### src/rtl/pwmb_pkg.sv
package pwmb_pkg;

  localparam int ADDR_W = 3;

  typedef enum logic [ADDR_W-1:0] {
    RA_CTRL   = 3'd0,
    RA_PRESC  = 3'd1,
    RA_PERIOD = 3'd2,
    RA_CMP    = 3'd3,
    RA_PLS_LO = 3'd4,
    RA_PLS_HI = 3'd5,
    RA_STAT   = 3'd6,
    RA_MODE   = 3'd7
  } reg_addr_e;

  // control register bit positions
  localparam int CTL_EN    = 0;
  localparam int CTL_INV_M = 1;
  localparam int CTL_INV_N = 2;
  localparam int CTL_MASK  = 3;

  // mode codes
  localparam logic [7:0] MODE_CONT  = 8'h00;
  localparam logic [7:0] MODE_BURST = 8'h01;

endpackage

### src/rtl/pwmb_regs.sv
module pwmb_regs
  import pwmb_pkg::*;
#(
  parameter int PRESC_W = 8,
  parameter int CNT_W   = 16,
  parameter int PULSE_W = 14,
  parameter int DATA_W  = 16
) (
  input  logic               clk,
  input  logic               rst,
  input  logic               bus_wr,
  input  logic [ADDR_W-1:0]  bus_addr,
  input  logic [DATA_W-1:0]  bus_wdata,
  output logic [DATA_W-1:0]  bus_rdata,
  input  logic               finish,
  output logic               enable,
  output logic               start,
  output logic               burst_mode,
  output logic               inv_main,
  output logic               inv_comp,
  output logic [PRESC_W-1:0] presc,
  output logic [CNT_W-1:0]   period,
  output logic [CNT_W-1:0]   compare,
  output logic [PULSE_W-1:0] pulse_num,
  output logic               irq
);

  localparam int HI_W = PULSE_W - 8;

  logic               en_q, invm_q, invn_q, mask_q, done_q, irq_q;
  logic [PRESC_W-1:0] presc_q;
  logic [CNT_W-1:0]   period_q, cmp_q;
  logic [PULSE_W-1:0] pulse_q;
  logic [7:0]         mode_q;
  logic [DATA_W-1:0]  rdata_q, rd_next;

  logic wr_ctrl, wr_stat;
  assign wr_ctrl = bus_wr && (bus_addr == RA_CTRL);
  assign wr_stat = bus_wr && (bus_addr == RA_STAT);

  assign start = wr_ctrl && bus_wdata[CTL_EN] && !en_q && !finish;

  always_ff @(posedge clk) begin
    if (rst) begin
      en_q     <= 1'b0;
      invm_q   <= 1'b0;
      invn_q   <= 1'b0;
      mask_q   <= 1'b0;
      done_q   <= 1'b0;
      irq_q    <= 1'b0;
      presc_q  <= '0;
      period_q <= '0;
      cmp_q    <= '0;
      pulse_q  <= '0;
      mode_q   <= MODE_CONT;
    end else begin
      if (finish)       en_q <= 1'b0;
      else if (wr_ctrl) en_q <= bus_wdata[CTL_EN];
      if (wr_ctrl) begin
        invm_q <= bus_wdata[CTL_INV_M];
        invn_q <= bus_wdata[CTL_INV_N];
        mask_q <= bus_wdata[CTL_MASK];
      end
      if (bus_wr) begin
        case (bus_addr)
          RA_PRESC:  presc_q  <= bus_wdata[PRESC_W-1:0];
          RA_PERIOD: period_q <= bus_wdata[CNT_W-1:0];
          RA_CMP:    cmp_q    <= bus_wdata[CNT_W-1:0];
          RA_PLS_LO: pulse_q[7:0] <= bus_wdata[7:0];
          RA_PLS_HI: pulse_q[PULSE_W-1:8] <= bus_wdata[HI_W-1:0];
          RA_MODE:   mode_q   <= bus_wdata[7:0];
          default: ;
        endcase
      end
      if (finish)                       done_q <= 1'b1;
      else if (wr_stat && bus_wdata[0]) done_q <= 1'b0;
      irq_q <= done_q && mask_q;
    end
  end

  always_comb begin
    rd_next = '0;
    case (bus_addr)
      RA_CTRL: begin
        rd_next[CTL_EN]    = en_q;
        rd_next[CTL_INV_M] = invm_q;
        rd_next[CTL_INV_N] = invn_q;
        rd_next[CTL_MASK]  = mask_q;
      end
      RA_PRESC:  rd_next[PRESC_W-1:0] = presc_q;
      RA_PERIOD: rd_next[CNT_W-1:0]   = period_q;
      RA_CMP:    rd_next[CNT_W-1:0]   = cmp_q;
      RA_PLS_LO: rd_next[7:0]         = pulse_q[7:0];
      RA_PLS_HI: rd_next[HI_W-1:0]    = pulse_q[PULSE_W-1:8];
      RA_STAT:   rd_next[0]           = done_q;
      RA_MODE:   rd_next[7:0]         = mode_q;
      default:   rd_next = '0;
    endcase
  end

  always_ff @(posedge clk) begin
    if (rst) rdata_q <= '0;
    else     rdata_q <= rd_next;
  end

  assign bus_rdata  = rdata_q;
  assign enable     = en_q;
  assign burst_mode = (mode_q == MODE_BURST);
  assign inv_main   = invm_q;
  assign inv_comp   = invn_q;
  assign presc      = presc_q;
  assign period     = period_q;
  assign compare    = cmp_q;
  assign pulse_num  = pulse_q;
  assign irq        = irq_q;


  done_sticky_chk: assert property (@(posedge clk) disable iff (rst)
    (done_q && !(wr_stat && bus_wdata[0])) |=> done_q);


  burst_end_chk: assert property (@(posedge clk) disable iff (rst)
    finish |=> (!en_q && done_q));

endmodule

### src/rtl/pwmb_prescaler.sv
module pwmb_prescaler #(
  parameter int W = 8
) (
  input  logic         clk,
  input  logic         rst,
  input  logic         run,
  input  logic [W-1:0] div,
  output logic         tick
);

  logic [W-1:0] cnt_q;

  assign tick = run && (cnt_q >= div);

  always_ff @(posedge clk) begin
    if (rst || !run)  cnt_q <= '0;
    else if (tick)    cnt_q <= '0;
    else              cnt_q <= cnt_q + W'(1);
  end


  div_idle_chk: assert property (@(posedge clk) disable iff (rst)
    !run |=> (cnt_q == '0));

endmodule

### src/rtl/pwmb_core.sv
module pwmb_core #(
  parameter int CNT_W   = 16,
  parameter int PULSE_W = 14
) (
  input  logic               clk,
  input  logic               rst,
  input  logic               run,
  input  logic               start,
  input  logic               tick,
  input  logic               burst_mode,
  input  logic [CNT_W-1:0]   period_in,
  input  logic [CNT_W-1:0]   compare_in,
  input  logic [PULSE_W-1:0] pulse_num,
  output logic               active,
  output logic               finish
);

  logic [CNT_W-1:0]   cnt_q, per_q, cmp_q;
  logic [PULSE_W-1:0] pls_q;
  logic [PULSE_W:0]   pls_next;
  logic               wrap;

  assign wrap     = run && tick && (cnt_q >= per_q);
  assign pls_next = {1'b0, pls_q} + {{PULSE_W{1'b0}}, 1'b1};
  assign finish   = wrap && burst_mode && (pls_next >= {1'b0, pulse_num});
  assign active   = run && (cnt_q < cmp_q);

  always_ff @(posedge clk) begin
    if (rst) begin
      cnt_q <= '0;
      per_q <= '0;
      cmp_q <= '0;
      pls_q <= '0;
    end else if (start) begin
      cnt_q <= '0;
      per_q <= period_in;
      cmp_q <= compare_in;
      pls_q <= '0;
    end else if (wrap) begin
      cnt_q <= '0;
      per_q <= period_in;
      cmp_q <= compare_in;
      if (burst_mode) pls_q <= pls_next[PULSE_W-1:0];
    end else if (run && tick) begin
      cnt_q <= cnt_q + CNT_W'(1);
    end
  end


  cnt_bound_chk: assert property (@(posedge clk) disable iff (rst)
    run |-> (cnt_q <= per_q));


  shadow_hold_chk: assert property (@(posedge clk) disable iff (rst)
    (run && !start && !wrap) |=> ($stable(per_q) && $stable(cmp_q)));

endmodule

### src/rtl/pwmb_outstage.sv
module pwmb_outstage (
  input  logic clk,
  input  logic rst,
  input  logic active,
  input  logic inv_main,
  input  logic inv_comp,
  output logic main_o,
  output logic comp_o
);

  localparam int NOUT = 2;

  logic [NOUT-1:0] raw, inv, out_q;

  assign raw[0] = active;
  assign raw[1] = !active;
  assign inv[0] = inv_main;
  assign inv[1] = inv_comp;

  for (genvar g = 0; g < NOUT; g++) begin : g_out
    always_ff @(posedge clk) begin
      if (rst) out_q[g] <= (g == 1);
      else     out_q[g] <= raw[g] ^ inv[g];
    end
  end

  assign main_o = out_q[0];
  assign comp_o = out_q[1];


  comp_pair_chk: assert property (@(posedge clk) disable iff (rst)
    1'b1 |=> ((out_q[0] ^ out_q[1]) == !(inv[0] ^ inv[1]))
             || ((out_q[0] ^ out_q[1]) == !($past(inv[0]) ^ $past(inv[1]))));


  idle_level_chk: assert property (@(posedge clk) disable iff (rst)
    !active |=> (out_q[0] == $past(inv[0])));

endmodule

### src/rtl/pwm_burst_chan.sv
module pwm_burst_chan
  import pwmb_pkg::*;
#(
  parameter int PRESC_W = 8,
  parameter int CNT_W   = 16,
  parameter int PULSE_W = 14,
  parameter int DATA_W  = 16
) (
  input  logic              clk,
  input  logic              rst,
  input  logic              bus_wr,
  input  logic [2:0]        bus_addr,
  input  logic [DATA_W-1:0] bus_wdata,
  output logic [DATA_W-1:0] bus_rdata,
  output logic              pwm_o,
  output logic              pwm_n_o,
  output logic              irq_o
);

  logic               enable, start, burst_mode, inv_main, inv_comp;
  logic               tick, active, finish;
  logic [PRESC_W-1:0] presc;
  logic [CNT_W-1:0]   period, compare;
  logic [PULSE_W-1:0] pulse_num;

  pwmb_regs #(
    .PRESC_W(PRESC_W), .CNT_W(CNT_W), .PULSE_W(PULSE_W), .DATA_W(DATA_W)
  ) u_regs (
    .clk(clk), .rst(rst),
    .bus_wr(bus_wr), .bus_addr(bus_addr), .bus_wdata(bus_wdata),
    .bus_rdata(bus_rdata),
    .finish(finish), .enable(enable), .start(start),
    .burst_mode(burst_mode), .inv_main(inv_main), .inv_comp(inv_comp),
    .presc(presc), .period(period), .compare(compare),
    .pulse_num(pulse_num), .irq(irq_o)
  );

  pwmb_prescaler #(.W(PRESC_W)) u_presc (
    .clk(clk), .rst(rst), .run(enable), .div(presc), .tick(tick)
  );

  pwmb_core #(.CNT_W(CNT_W), .PULSE_W(PULSE_W)) u_core (
    .clk(clk), .rst(rst), .run(enable), .start(start), .tick(tick),
    .burst_mode(burst_mode), .period_in(period), .compare_in(compare),
    .pulse_num(pulse_num), .active(active), .finish(finish)
  );

  pwmb_outstage u_out (
    .clk(clk), .rst(rst), .active(active),
    .inv_main(inv_main), .inv_comp(inv_comp),
    .main_o(pwm_o), .comp_o(pwm_n_o)
  );

endmodule

### config.mk
export PLATFORM = sky130hd
export DESIGN_NAME = pwm_burst_chan
export DESIGN_NICKNAME = d
export VERILOG_FILES = /design/src/rtl/pwmb_pkg.sv /design/src/rtl/pwmb_regs.sv /design/src/rtl/pwmb_prescaler.sv /design/src/rtl/pwmb_core.sv /design/src/rtl/pwmb_outstage.sv /design/src/rtl/pwm_burst_chan.sv
export SDC_FILE = /design/constraint.sdc
export NUM_CORES = 1
export LEC_CHECK = 0
export ABC_AREA = 1
export ABC_CLOCK_PERIOD_IN_PS = 3200
export BUFFER_PORTS_ARGS = -buffer_cell sky130_fd_sc_hd__buf_2
export CAP_MARGIN = 20
export CORE_MARGIN = 10
export CORE_UTILIZATION = 26
export CTS_CLUSTER_DIAMETER = 30
export DETAILED_ROUTE_END_ITERATION = 7
export PLACE_DENSITY_LB_ADDON = 0.3
export SYNTH_ARGS = -nofsm -noshare
export SYNTH_HDL_FRONTEND = slang
export SYNTH_SLANG_ARGS = --single-unit
export TNS_END_PERCENT = 1
### constraint.sdc
create_clock -name clk -period 3.2 [get_ports clk]
set_input_delay 0.48 -clock clk [delete_from_list [all_inputs] [get_ports clk]]
set_output_delay 0.48 -clock clk [all_outputs]
set_load 0.02 [all_outputs]
Word level (Yosys, flattened, before mapping). Index checks and enable logic that the tools add are counted.

$add $sub $neg: 3. Order comparisons: 4. Equal/unequal tests: 8. Multiplexer cells: 11. Bitwise logic cells: 2. Reductions and logical operators: 31.

Operator list (number): $mux W16 (4); $pmux W3 S7 (1); $add A16 B1 Y16 const B (1); $ge A16 B16 Y1 (1); $lt A16 B16 Y1 (1); $pmux W8 S2 (1); $add A14 B1 Y15 const B (1); $ge A15 B14 Y1 (1); $reduce_and A2 Y1 (7); $logic_and A1 B1 Y1 (13); $eq A3 B3 Y1 const B (4); $pmux W2 S6 (1); $pmux W2 S5 (1); $add A8 B1 Y8 const B (1); $eq A8 B1 Y1 const B (1); $ge A8 B8 Y1 (1); $pmux W1 S8 (1); $eq A3 B2 Y1 const B (2); $reduce_or A2 Y1 (3); $reduce_bool A2 Y1 (2); $eq A3 B1 Y1 const B (1); $logic_not A1 Y1 (3); $logic_not A3 Y1 (1); $reduce_or A3 Y1 (1); other kinds (3) (5).

Flip-flop bits (word level): 156. Input bits: 22. Word-level logic and storage cells: 79.

Longest topological paths before layout. Gate-level depths: netlist of the first run.

Depth in word-level cells: 9. Gate-level depth with buffers: 16.

Modules after synthesis. From an unflattened synthesis of the first run, not the netlist that was laid out.

Cells, all modules: 1173. Area, all modules: 8269.2 sq um.

By module, submodules not included: pwmb_core (times used 1, cells an instance 624, area each 4176.5 sq um); pwmb_regs (times used 1, cells an instance 461, area each 3447.1 sq um); pwmb_prescaler (times used 1, cells an instance 76, area each 566.8 sq um); pwmb_outstage (times used 1, cells an instance 12, area each 78.8 sq um).

Worst setup path after synthesis of the first run. No wires, ideal clock.

Path kind: reg2reg. Start: register u_core.pls_q[0]. End: register u_regs.done_q. Library setup time: 0.132 ns. Data arrival time: 1.983 ns. Setup slack: 1.085 ns. Cell stages (with the launch flop): 15. Path buffers: 0. Cell sequence: dfxtp_1 > ha_1 > nand3_1 > nor2_1 > nand4_1 > xnor2_1 > ha_1 > nand2_1 > nor2_1 > nand3_1 > nand2_1 > a21oi_1 > nand2_1 > nand3_1 > a21oi_1.

Word-level cells in the longest chain between the ends: 4. Elaborated cells on any way between the ends: 5. Classes of those cells: 1 x add/sub; 1 x order compare; 1 x mux; 2 x reduce/logical.

Ends and longest elaborated chain: start, declared (line pwmb_core.sv:19) `logic [PULSE_W-1:0] pls_q;`; start signal, assigned (line pwmb_core.sv:43) `if (burst_mode) pls_q <= pls_next[PULSE_W-1:0];`; $add A14 B1 Y15 * (line pwmb_core.sv:24) `assign pls_next = {1'b0, pls_q} + {{PULSE_W{1'b0}}, 1'b1};`; named net u_core.pls_next[12] (line pwmb_core.sv:20) `logic [PULSE_W:0] pls_next;`; $ge A15 B14 Y1 * (line pwmb_core.sv:25) `assign finish = wrap && burst_mode && (pls_next >= {1'b0, pulse_num});`; $logic_and A1 B1 Y1 * (line pwmb_core.sv:25); $mux W1 / $reduce_bool A2 Y1 (equally long branches); end signal, assigned (line pwmb_regs.sv:49) `done_q <= 1'b0;`; end signal, assigned (line pwmb_regs.sv:75) `if (finish) done_q <= 1'b1;`; end signal, assigned (line pwmb_regs.sv:76) `else if (wr_stat && bus_wdata[0]) done_q <= 1'b0;`; end, declared (line pwmb_regs.sv:30) `logic en_q, invm_q, invn_q, mask_q, done_q, irq_q;`.

Mark *: on every way through the listed nets, which the timed path passes. The rest lies on a longest branch. A chain may end at the register's enable or synchronous reset.

Final worst setup path of the first run. Ends and elaborated chain as after synthesis.

==> run_results.csv, run 1 <==
group,metric,value,unit
global_route,grt_pass1_vias,6910,
global_route,grt_max_degree,39,
logic_synthesis,synthFlopType,"dfxtp_1",
floorplan,chipHeight,196,um
clocking,clock_path_buffers,2,
floorplan,ios,41,
worst_setup_path,required,3.50,ns
logic_synthesis,avgSynthCellArea,7.19,um^2
logic_synthesis,yosysWarnings,0,
finish,drive_above_1_share,0.0981,
power,leakagePower,3.88,nW
drt,wl_per_cell,14.6,um
finish,stdcell_count,1558,
logic_synthesis,syn_inst,1123,
clocking,clk_pin_slew,0.07,ns
logic_synthesis,ys_ff_latch,156,
clocking,htreeDepth,4,
finish,antenna_cells,0,
logic_synthesis,ys_types,45,
worst_setup_path,endpoint_kind,"flop",
power,p_per_area,483,nW/um^2
worst_setup_path,cp-start-kind,"flop",
placement,gp_congestion,0.836,
timing,post-route-period-util,0.855,
clocking,cts.sinks,156,
finish,final_net_count,1229,
drt,drc_errors,0,
clocking,cts-buffers-inserted,17,
floorplan,die_area,38500,um^2
logic_synthesis,synthArstFlopShare,0,
timing,tns,0,ns
clocking,cts_tree,"yes",
power,vdd_drop_max,0.326,mV
floorplan,rows,64,
timing,period_needed,2.74,ns
power,total_power,4.45,mW
logic_synthesis,synth_fp_nets,1201,
drt,drt_iter0_drc,506,
placement,hpwl,16700,um
finish,ff_latch_area,3120,um^2
timing,final_hold_viol_count,0,
worst_setup_path,critPathArrivalTime,3.04,ns
drt,firstDrtPassIters,7,
global_route,grt_util_all_layers,0.118,
clocking,cts_resized,0,
timing,relSlewSlack,0.455,
global_route,grt.overflow.total,0,
clocking,post_cts_buffers,0,
logic_synthesis,ys_seq_area_frac,0.387,
drt,drt-total-wl,22700,um
placement,port_buffers,40,
finish,multiInputGateArea,4170,um^2
finish,fillCellCount,3336,
logic_synthesis,syn_area,8070,um^2
timing,tightest_slew,0.816,ns
clocking,cts_hold_buf,0,
timing,rsz0062_at_grt,"false",
status,outcome,"finished clean",
finish,design_area,9210,um^2
timing,setup_viol,0,
finish,syn_to_final_growth,14.1,%
clocking,insertion_delay,0.43,ns
run,maxCapViolCount,0,
logic_synthesis,synth_edf_count,0,
min_path,hold_class,"in2reg",
floorplan,dieWidth,196,um
clocking,root_buffer,"clkbuf_16",
timing,fin_worst_skew,0.0155,ns
placement,place_inst,1528,
floorplan,initial_utilization,0.264,
floorplan,core,30600,um^2
placement,postPlaceCellArea,8630,um^2
timing,clock.fmax,366,MHz
worst_setup_path,critPathMaxFanout,5,
global_route,grt_pass1_wl,37400,um
global_route,grt_antenna_before_repair,0,
drt,ant_nets,0,
timing,slew_viol_final,0,
drt,route.vias.total,7121,
worst_setup_path,crit_type,"reg2reg",
drt,vias_per_cell,4.57,
==> worst max-delay path, stage by stage, from the launching register on <==
cell and delay (ns):
dfxtp_1 0.44, ha_1 0.23, nand3_1 0.16, nor2_1 0.32, nand4_1 0.17, xnor2_1 0.32, ha_1 0.31, nand2_1 0.09
nor2_1 0.05, nand3_1 0.06, nand2_1 0.05, a21oi_1 0.12, nand2_1 0.12, nand3_1 0.10, a21oi_1 0.07
==> metrics by stage <==
| step | hold slack [ns] | util | setup WS, ns |
|---|---|---|---|
| finish | 0.331 | 0.301 | 0.464 |
| global route | 0.335 | 0.301 | 0.203 |
| CTS | 0.327 | 0.301 | 0.483 |
| detailed placement | 0.451 | 0.282 | 0.505 |
| global placement | 0.442 | 0.282 | 0.445 |
| floorplan | 0.420 | - | 1.09 |
==> placed cells by master (no fill, tap or decap), types with 13 or more instances in the layout <==
cell / n
inv_1: 139
buf_4: 14
nand4_1: 22
clkbuf_16: 17
nor3_1: 16
ha_1: 56
xor2_1: 13
o21ai_0: 76
dfxtp_1: 156
nor2_1: 152
nand2_1: 204
a21oi_1: 98
nand3_1: 74
buf_2: 40
==> logic make-up after synthesis <==
logic type,after synthesis,synth area share
xor+xnor,22,0.0239
simple gates,499,0.269
compound gates,202,0.137
fa+ha+maj,56,0.0868
buf+inv,188,0.0967
flops,156,0.387
==> flip-flops by register name, indices dropped and copies added, names as in the netlist, 8 cells and up <==
signal / count
u_core.cmp_q: 16
u_core.cnt_q: 16
u_core.per_q: 16
u_regs.bus_rdata: 16
u_regs.compare: 16
u_regs.period: 16
u_core.pls_q: 14
u_regs.pulse_num: 14
u_presc.cnt_q: 8
u_regs.mode_q: 8
u_regs.presc: 8
==> synthesized netlist by cell type, types with 2 or more instances <==
cell type | number | share of area
a221oi_1 | 4 | 0.0043
inv_2 | 3 | 0.0014
dfxtp_1 | 156 | 0.39
buf_6 | 4 | 0.0056
buf_2 | 21 | 0.013
nand2_4 | 2 | 0.0028
inv_1 | 139 | 0.065
nor3_4 | 2 | 0.0040
a21oi_4 | 3 | 0.0060
nor2_1 | 152 | 0.071
nand3_1 | 74 | 0.046
nor2_2 | 11 | 0.0085
o21ai_0 | 76 | 0.047
o22ai_1 | 10 | 0.0078
nand4_1 | 22 | 0.017
clkbuf_1 | 14 | 0.0065
nor3_1 | 16 | 0.0099
nand2_1 | 204 | 0.095
ha_1 | 56 | 0.087
xnor2_1 | 9 | 0.0098
nand2_2 | 4 | 0.0031
xor2_1 | 13 | 0.014
buf_4 | 5 | 0.0047
nand3b_1 | 5 | 0.0047
a21oi_1 | 98 | 0.061
==> worst paths after layout <==
kind                    startpoint                end  slack, ns  cells after the start
setup reg to reg   u_core.pls_q[0]      u_regs.done_q       0.46                     14
setup / recovery   u_core.pls_q[0]      u_regs.done_q       0.46                     14
hold / removal       bus_wdata[14]  u_regs.period[14]       0.33                      3
hold reg to reg   u_presc.cnt_q[0]   u_presc.cnt_q[0]       0.46                      1
==> routing by layer <==
metal	part of all wire	global-route usage	wire length [um]
met1	0.49	0.151	11000
met2	0.47	0.200	10700
met3	0.033	0.0240	760
met4	0.0095	0.0255	215
met5	0	0	0
==> final cells by class <==
class | count | share of cell area
clock buffer | 21 | 0.0511
multi-input combinational | 779 | 0.452
sequential | 156 | 0.339
inverter | 143 | 0.0583
timing repair buffer | 54 | 0.0331
tap | 396 | 0.0538
clock inverter | 9 | 0.0122
==> report_power, final <==
part           internal (mW)  switching, mW  total [mW]
Sequential              1.99         0.0211        2.01
Clock                   1.21          0.845        2.05
Combinational          0.112          0.269       0.381
Total                   3.31           1.14        4.45
No activity file was read; power rests on OpenSTA's default activity.
==> run 2, diff against run 1 <==
Settings changed: ABC_CLOCK_PERIOD_IN_PS 3200 to 2800, SYNTH_HIERARCHICAL set to 1.
Clock period 3.2 ns to 2.8 ns, I/O delays scaled along.
==> run 2 against run 1 <==
Net effect: sequential power up 14%; final cell count rose by 5.4%; utilization rose by 1.0 points; critical endpoint is now u_core/cmp_q[11]; first-iteration DRC count up 4.0%; the run now ends with setup timing left; via count is 3.7% higher; critical path depth is 4 higher; count of clock-buffer cells in the layout is 2 lower; clock skew fell by 0.0063 ns; clock power up 18%.
==> run_results.csv, run 2 <==
group,metric,value,unit
timing,relSlewSlack,0.641,
logic_synthesis,synth_fp_nets,1251,
worst_setup_path,r2r_end,"u_core/cmp_q[11]",
floorplan,chipHeight,198,um
finish,drive_above_1_share,0.138,
timing,rsz0062_at_grt,"true",
placement,place_ws,-0.277,ns
worst_setup_path,critPathMaxFanout,13,
worst_setup_path,endpoint_kind,"flop",
status,outcome,"complete, but fails checks",
worst_setup_path,path_cells,"ha_2 > nand2_2 > buf_4 > xor2_1 > inv_1 > ha_1 > a21oi_1 > o21a_1 > nand2_1 > nand4_1 > nand3_1 > nand2_1 > inv_2 > nor3_2 > inv_2 > clkbuf_16 > a21oi_1 > nor2_1",
floorplan,rows,65,
timing,setup_viol,1,
floorplan,die_area,39300,um^2
worst_setup_path,reg2reg_depth,18,
worst_setup_path,critPathSlowestCell,"dfxtp_2",
floorplan,dieWidth,198,um
placement,port_buffers,40,
timing,final_hold_viol_count,0,
finish,final_net_count,1305,
finish,antenna_cells,0,
worst_setup_path,critPathArrivalTime,3.14,ns
floorplan,core,31500,um^2
power,total_power,5.07,mW
logic_synthesis,ys_ff_latch,156,
global_route,grt_antenna_before_repair,0,
worst_setup_path,cp-start-kind,"flop",
worst_setup_path,endpoint,"u_core/cmp_q[11]",
worst_setup_path,r2r-start,"u_core/pls_q[0]",
clocking,clk_pin_slew,0.07,ns
global_route,grt_util_all_layers,0.119,
global_route,grt.overflow.total,0,
worst_setup_path,r2r_slack,-0.01,ns
placement,postPlaceCellArea,9020,um^2
placement,gp_congestion,0.824,
timing,post-route-period-util,1.00,
logic_synthesis,synthArstFlopShare,0,
power,vdd_drop_max,0.295,mV
clocking,cts-buffers-inserted,17,
clocking,insertion_delay,0.44,ns
timing,fin_worst_skew,0.00922,ns
global_route,grt_pass1_wl,37300,um
global_route,grt_pass1_vias,6905,
clocking,cts.sinks,156,
drt,drc_errors,0,
finish,syn_to_final_growth,18.5,%
logic_synthesis,yosys-top-cells-count,"232 x nand2_1, 189 x nor2_1, 156 x dfxtp_1, 133 x inv_1, 99 x a21oi_1",
timing,layout_setup_ws,-0.0139,ns
timing,tns,-0.0139,ns
run,maxCapViolCount,0,
clocking,clock_path_buffers,2,
logic_synthesis,ys_seq_area_frac,0.378,
placement,hpwl,16500,um
logic_synthesis,synthFlopType,"dfxtp_1",
status,failed_checks,"setup timing",
clocking,root_buffer,"clkbuf_16",
logic_synthesis,synth_most_common_cell,"nand2_1",
logic_synthesis,ys_types,40,
worst_setup_path,max_stage_delay,0.34,ns
logic_synthesis,avgSynthCellArea,7.05,um^2
drt,route.vias.total,7384,
power,leakagePower,4.46,nW
finish,layout_commonest_cell,"nand2_1",
global_route,grt_max_degree,54,
worst_setup_path,crit_type,"reg2reg",
logic_synthesis,synth_top_area_frac,0.378,
timing,slew_viol_final,0,
drt,drt_iter0_drc,526,
finish,design_area,9800,um^2
timing,tightest_slew,0.537,ns
drt,wl_per_cell,14.0,um
logic_synthesis,synth_edf_count,0,
logic_synthesis,syn_area,8270,um^2
drt,firstDrtPassIters,6,
finish,final_cell_mix,"231 x nand2_1, 188 x nor2_1, 152 x dfxtp_1, 132 x inv_1",
logic_synthesis,syn_inst,1173,
drt,vias_per_cell,4.50,
worst_setup_path,cp-startpoint,"u_core/pls_q[0]",
min_path,hold_class,"in2reg",
power,p_per_area,518,nW/um^2
logic_synthesis,yosysWarnings,6,
clocking,htreeDepth,4,
logic_synthesis,synth.area.top_cells,"dfxtp_1 38%, nand2_1 11%, nor2_1 8.6%, ha_1 8.5%, inv_1 6.0%",
clocking,cts_tree,"yes",
timing,clock.fmax,355,MHz
floorplan,ios,41,
drt,drt-total-wl,23000,um
logic_synthesis,yosys.area.top_type,"dfxtp_1",
worst_setup_path,required,3.13,ns
timing,period_needed,2.81,ns
drt,ant_nets,0,
floorplan,initial_utilization,0.263,
run 2: layout make-up:
type	count	area [um^2]
fillers	3351	21700
multi-input cells	827	4430
flip-flops and latches	156	3130
repair buffers	81	591
inverters	144	541
well taps	402	503
clock buffers	19	453
clock inverters	13	155
run 2: per-stage QoR:
| step | hold slack [ns] | std cells | utilization |
|---|---|---|---|
| floorplan | 0.417 | 1173 | - |
| detailed placement | 0.459 | 1607 | 0.287 |
| global route | 0.251 | 1642 | 0.311 |
| finish | 0.268 | 1642 | 0.311 |
| CTS | 0.246 | 1639 | 0.308 |
| global placement | 0.455 | 1607 | 0.287 |
run 2: critical path: cells and delay by family (launching register included):
kind                     cells  cell delay (ns)
buffers and inverters        5             0.60
XOR/XNOR                     1             0.12
flip-flops                   1             0.34
adder cells (fa/ha/maj)      2             0.52
AO/OA/AOI/OAI                3             0.46
AND/OR/NAND/NOR              7             0.65
run 2: timing repair:
item                       4_1_cts  5_1_grt
gates cloned                     0        2
pin swaps                        1        1
setup endpoints to repair       62       62
gates resized for setup         16        5
setup buffers                    0        0
hold buffers                     0        0
run 2: power breakdown:
part,total (mW),internal (mW),switching [mW]
Clock,2.42,1.39,1.04
Combinational,0.358,0.114,0.244
Sequential,2.29,2.26,0.0291
run 2: worst min-delay path by stage:
stage,startpoint,to,slack [ns],cells past startpoint
2_1_floorplan,u_regs/mask_q,u_regs/irq,0.42,2
3_5_place_dp,u_regs/pulse_num[8],u_regs/pulse_num[8],0.46,2
6_report,bus_wdata[8],u_regs/period[8],0.27,3
5_1_grt,bus_wdata[13],u_regs/period[13],0.25,3
4_1_cts,bus_wdata[9],u_regs/compare[9],0.25,3
3_3_place_gp,u_presc/cnt_q[0],u_presc/cnt_q[0],0.46,1
run 2: cell families after synthesis:
logic type	synth area share
and+or+nand+nor	0.309
AOI/OAI and AO/OA	0.103
adders and majority gates	0.0847
DFF	0.378
xor gates and xnor gates	0.0265
buffers and inverters	0.0982
run 2: metal layers:
metal | wire, um | up-vias | track usage
met2 | 10300 | 124 | 0.184
met3 | 689 | 23 | 0.0214
li1 | - | 3875 | -
met1 | 11500 | 3362 | 0.160
met4 | 419 | 0 | 0.0436
met5 | 0 | - | 0
==> run 3, diff against run 2 <==
Settings changed: REMOVE_ABC_BUFFERS set to 1.
==> run 3 against run 2 <==
Net effect: via count rose by 0.98%; the run still ends with setup timing left; largest power group unchanged; wire length grew 1.4%; cell area grew 0.80%; fmax fell by 1.9%; register-to-register slack worse by 0.06 ns; critical endpoint is now u_core/cmp_q[7].
==> run_results.csv, run 3 (synthesis results as in run 2) <==
group,metric,value,unit
status,outcome,"complete, but fails checks",
status,failed_checks,"setup timing",
timing,rsz0062_at_grt,"true",
worst_setup_path,cp-startpoint,"u_core/pls_q[3]",
finish,drive_above_1_share,0.145,
run,maxCapViolCount,0,
timing,final_hold_viol_count,0,
clocking,htreeDepth,4,
finish,layout_commonest_cell,"nand2_1",
worst_setup_path,required,3.13,ns
timing,tns,-0.393,ns
drt,route.vias.total,7456,
global_route,grt_pass1_wl,37200,um
floorplan,chipHeight,198,um
clocking,cts-buffers-inserted,17,
floorplan,rows,65,
clocking,root_buffer,"clkbuf_16",
min_path,hold_class,"in2reg",
finish,fin_util,0.314,
worst_setup_path,critPathArrivalTime,3.20,ns
clocking,cts.sinks,156,
floorplan,die_area,39300,um^2
timing,post-route-period-util,1.02,
power,p_per_area,527,nW/um^2
timing,tightest_slew,1.04,ns
placement,place_inst,1605,
worst_setup_path,crit_type,"reg2reg",
worst_setup_path,cp-start-kind,"flop",
worst_setup_path,critPathSlowestCell,"dfxtp_2",
timing,slew_viol_final,0,
clocking,cts_hold_buf,0,
timing,layout_setup_ws,-0.0693,ns
floorplan,initial_utilization,0.263,
worst_setup_path,endpoint_kind,"flop",
placement,hpwl,16600,um
clocking,cts_tree,"yes",
worst_setup_path,critical_path.most_common_cell,"nor2_1",
worst_setup_path,reg2reg_depth,20,
worst_setup_path,r2r-start,"u_core/pls_q[3]",
global_route,grt_max_degree,66,
floorplan,core,31500,um^2
global_route,grt_pass1_vias,6977,
worst_setup_path,max_stage_delay,0.34,ns
floorplan,dieWidth,198,um
worst_setup_path,r2r_end,"u_core/cmp_q[7]",
clocking,insertion_delay,0.44,ns
finish,final_cell_mix,"228 x nand2_1, 188 x nor2_1, 151 x dfxtp_1, 132 x inv_1, 95 x nand3_1",
clocking,clock_path_buffers,2,
drt,drt-total-wl,23300,um
worst_setup_path,endpoint,"u_core/cmp_q[7]",
placement,port_buffers,40,
drt,drc_errors,0,
global_route,grt.overflow.total,0,
timing,clock.fmax,349,MHz
finish,ff_latch_area,3130,um^2
finish,syn_to_final_growth,19.4,%
drt,firstDrtPassIters,5,
worst_setup_path,r2r_slack,-0.07,ns
drt,wl_per_cell,14.2,um
timing,fin_worst_skew,0.00827,ns
timing,setup_viol,24,
floorplan,ios,41,
finish,design_area,9880,um^2
clocking,clk_pin_slew,0.06,ns
global_route,use_met3,0.0253,
global_route,busiest_layer,"met2",
drt,drt_iter0_drc,571,
global_route,grt_antenna_before_repair,0,
timing,period_needed,2.87,ns
worst_setup_path,path_cells,"nand2_1 > nor2_1 > nand2_2 > nor2_4 > nand2_1 > xor2_1 > inv_2 > ha_4 > a21oi_2 > o21a_1 > nor2_1 > nor2_1 > nand3_1 > nand2_1 > inv_1 > nor3_2 > inv_2 > clkbuf_16 > a21oi_1 > nor2_1",
drt,vias_per_cell,4.55,
timing,relSlewSlack,0.306,
finish,stdcell_count,1640,
power,total_power,5.21,mW
global_route,grt_util_met1,0.160,
finish,multiInputGateArea,4480,um^2
finish,fillCellCount,3358,
finish,antenna_cells,0,
global_route,grt_util_all_layers,0.119,
drt,ant_nets,0,
worst_setup_path,critPathMaxFanout,13,
finish,final_net_count,1304,
power,leakagePower,4.48,nW
power,vdd_drop_max,0.432,mV
placement,gp_congestion,0.823,
global_route,use_met2,0.186,
placement,postPlaceCellArea,9010,um^2
==> run 3: cell types whose count changed in the layout (fill, tap and decap cells not counted), moves of 3 or more <==
cell and delta:
a21oi_1 -6, a21oi_2 +6, bufinv_16 +3, inv_6 -4, nand2_1 -3, nand2_2 +3
==> run 3: timing repair <==
item | 4_1_cts | 5_1_grt
gates resized for setup | 15 | 19
endpoints found under the setup margin | 62 | 63
cloned | 0 | 3
buffers inserted | 0 | 1
pin swaps | 1 | 5
==> run 3: worst min path at each step <==
stage | startpoint | end | slack (ns) | cells after the start
3_3_place_gp | u_presc/cnt_q[0] | u_presc/cnt_q[0] | 0.46 | 1
5_1_grt | bus_wdata[11] | u_regs/period[11] | 0.26 | 3
4_1_cts | bus_wdata[13] | u_regs/period[13] | 0.25 | 3
2_1_floorplan | u_regs/mask_q | u_regs/irq | 0.42 | 2
3_5_place_dp | u_regs/mask_q | u_regs/mask_q | 0.47 | 2
6_report | bus_wdata[11] | u_regs/period[11] | 0.26 | 3
==> run 3: layout make-up <==
cell class,instances,share of cell area
multi-input combinational,827,0.454
sequential,156,0.317
timing repair buffer,80,0.0588
inverter,144,0.0547
tap,402,0.0509
clock buffer,20,0.0452
clock inverter,11,0.0195
==> run 3: stage by stage <==
stage / setup slack (ns) / hold slack (ns)
2_1_floorplan: -0.236 / 0.417
3_3_place_gp: -0.178 / 0.459
3_5_place_dp: -0.201 / 0.466
4_1_cts: -0.0157 / 0.246
5_1_grt: -0.346 / 0.262
6_report: -0.0693 / 0.258
==> run 3: routing by layer <==
metal,part of all wire,wire [um]
met4,0.015,342
met3,0.035,825
met5,0,0
met1,0.49,11500
met2,0.46,10600
==> run 3: critical path, delay by kind of cell, from the launching register on <==
family / cells / cell delay, ns
AND/OR/NAND/NOR: 11 / 1.10
buffers and inverters: 4 / 0.47
AO/OA/AOI/OAI: 3 / 0.45
flip-flops: 1 / 0.34
adder cells (fa/ha/maj): 1 / 0.23
XOR/XNOR: 1 / 0.17
==> run 3: where the power goes <==
group          switching (mW)  internal, mW  leakage (nW)
sequential             0.0299          2.26          1.26
clock                   0.957          1.60         0.306
combinational           0.245         0.114          2.91
total                    1.23          3.97          4.48
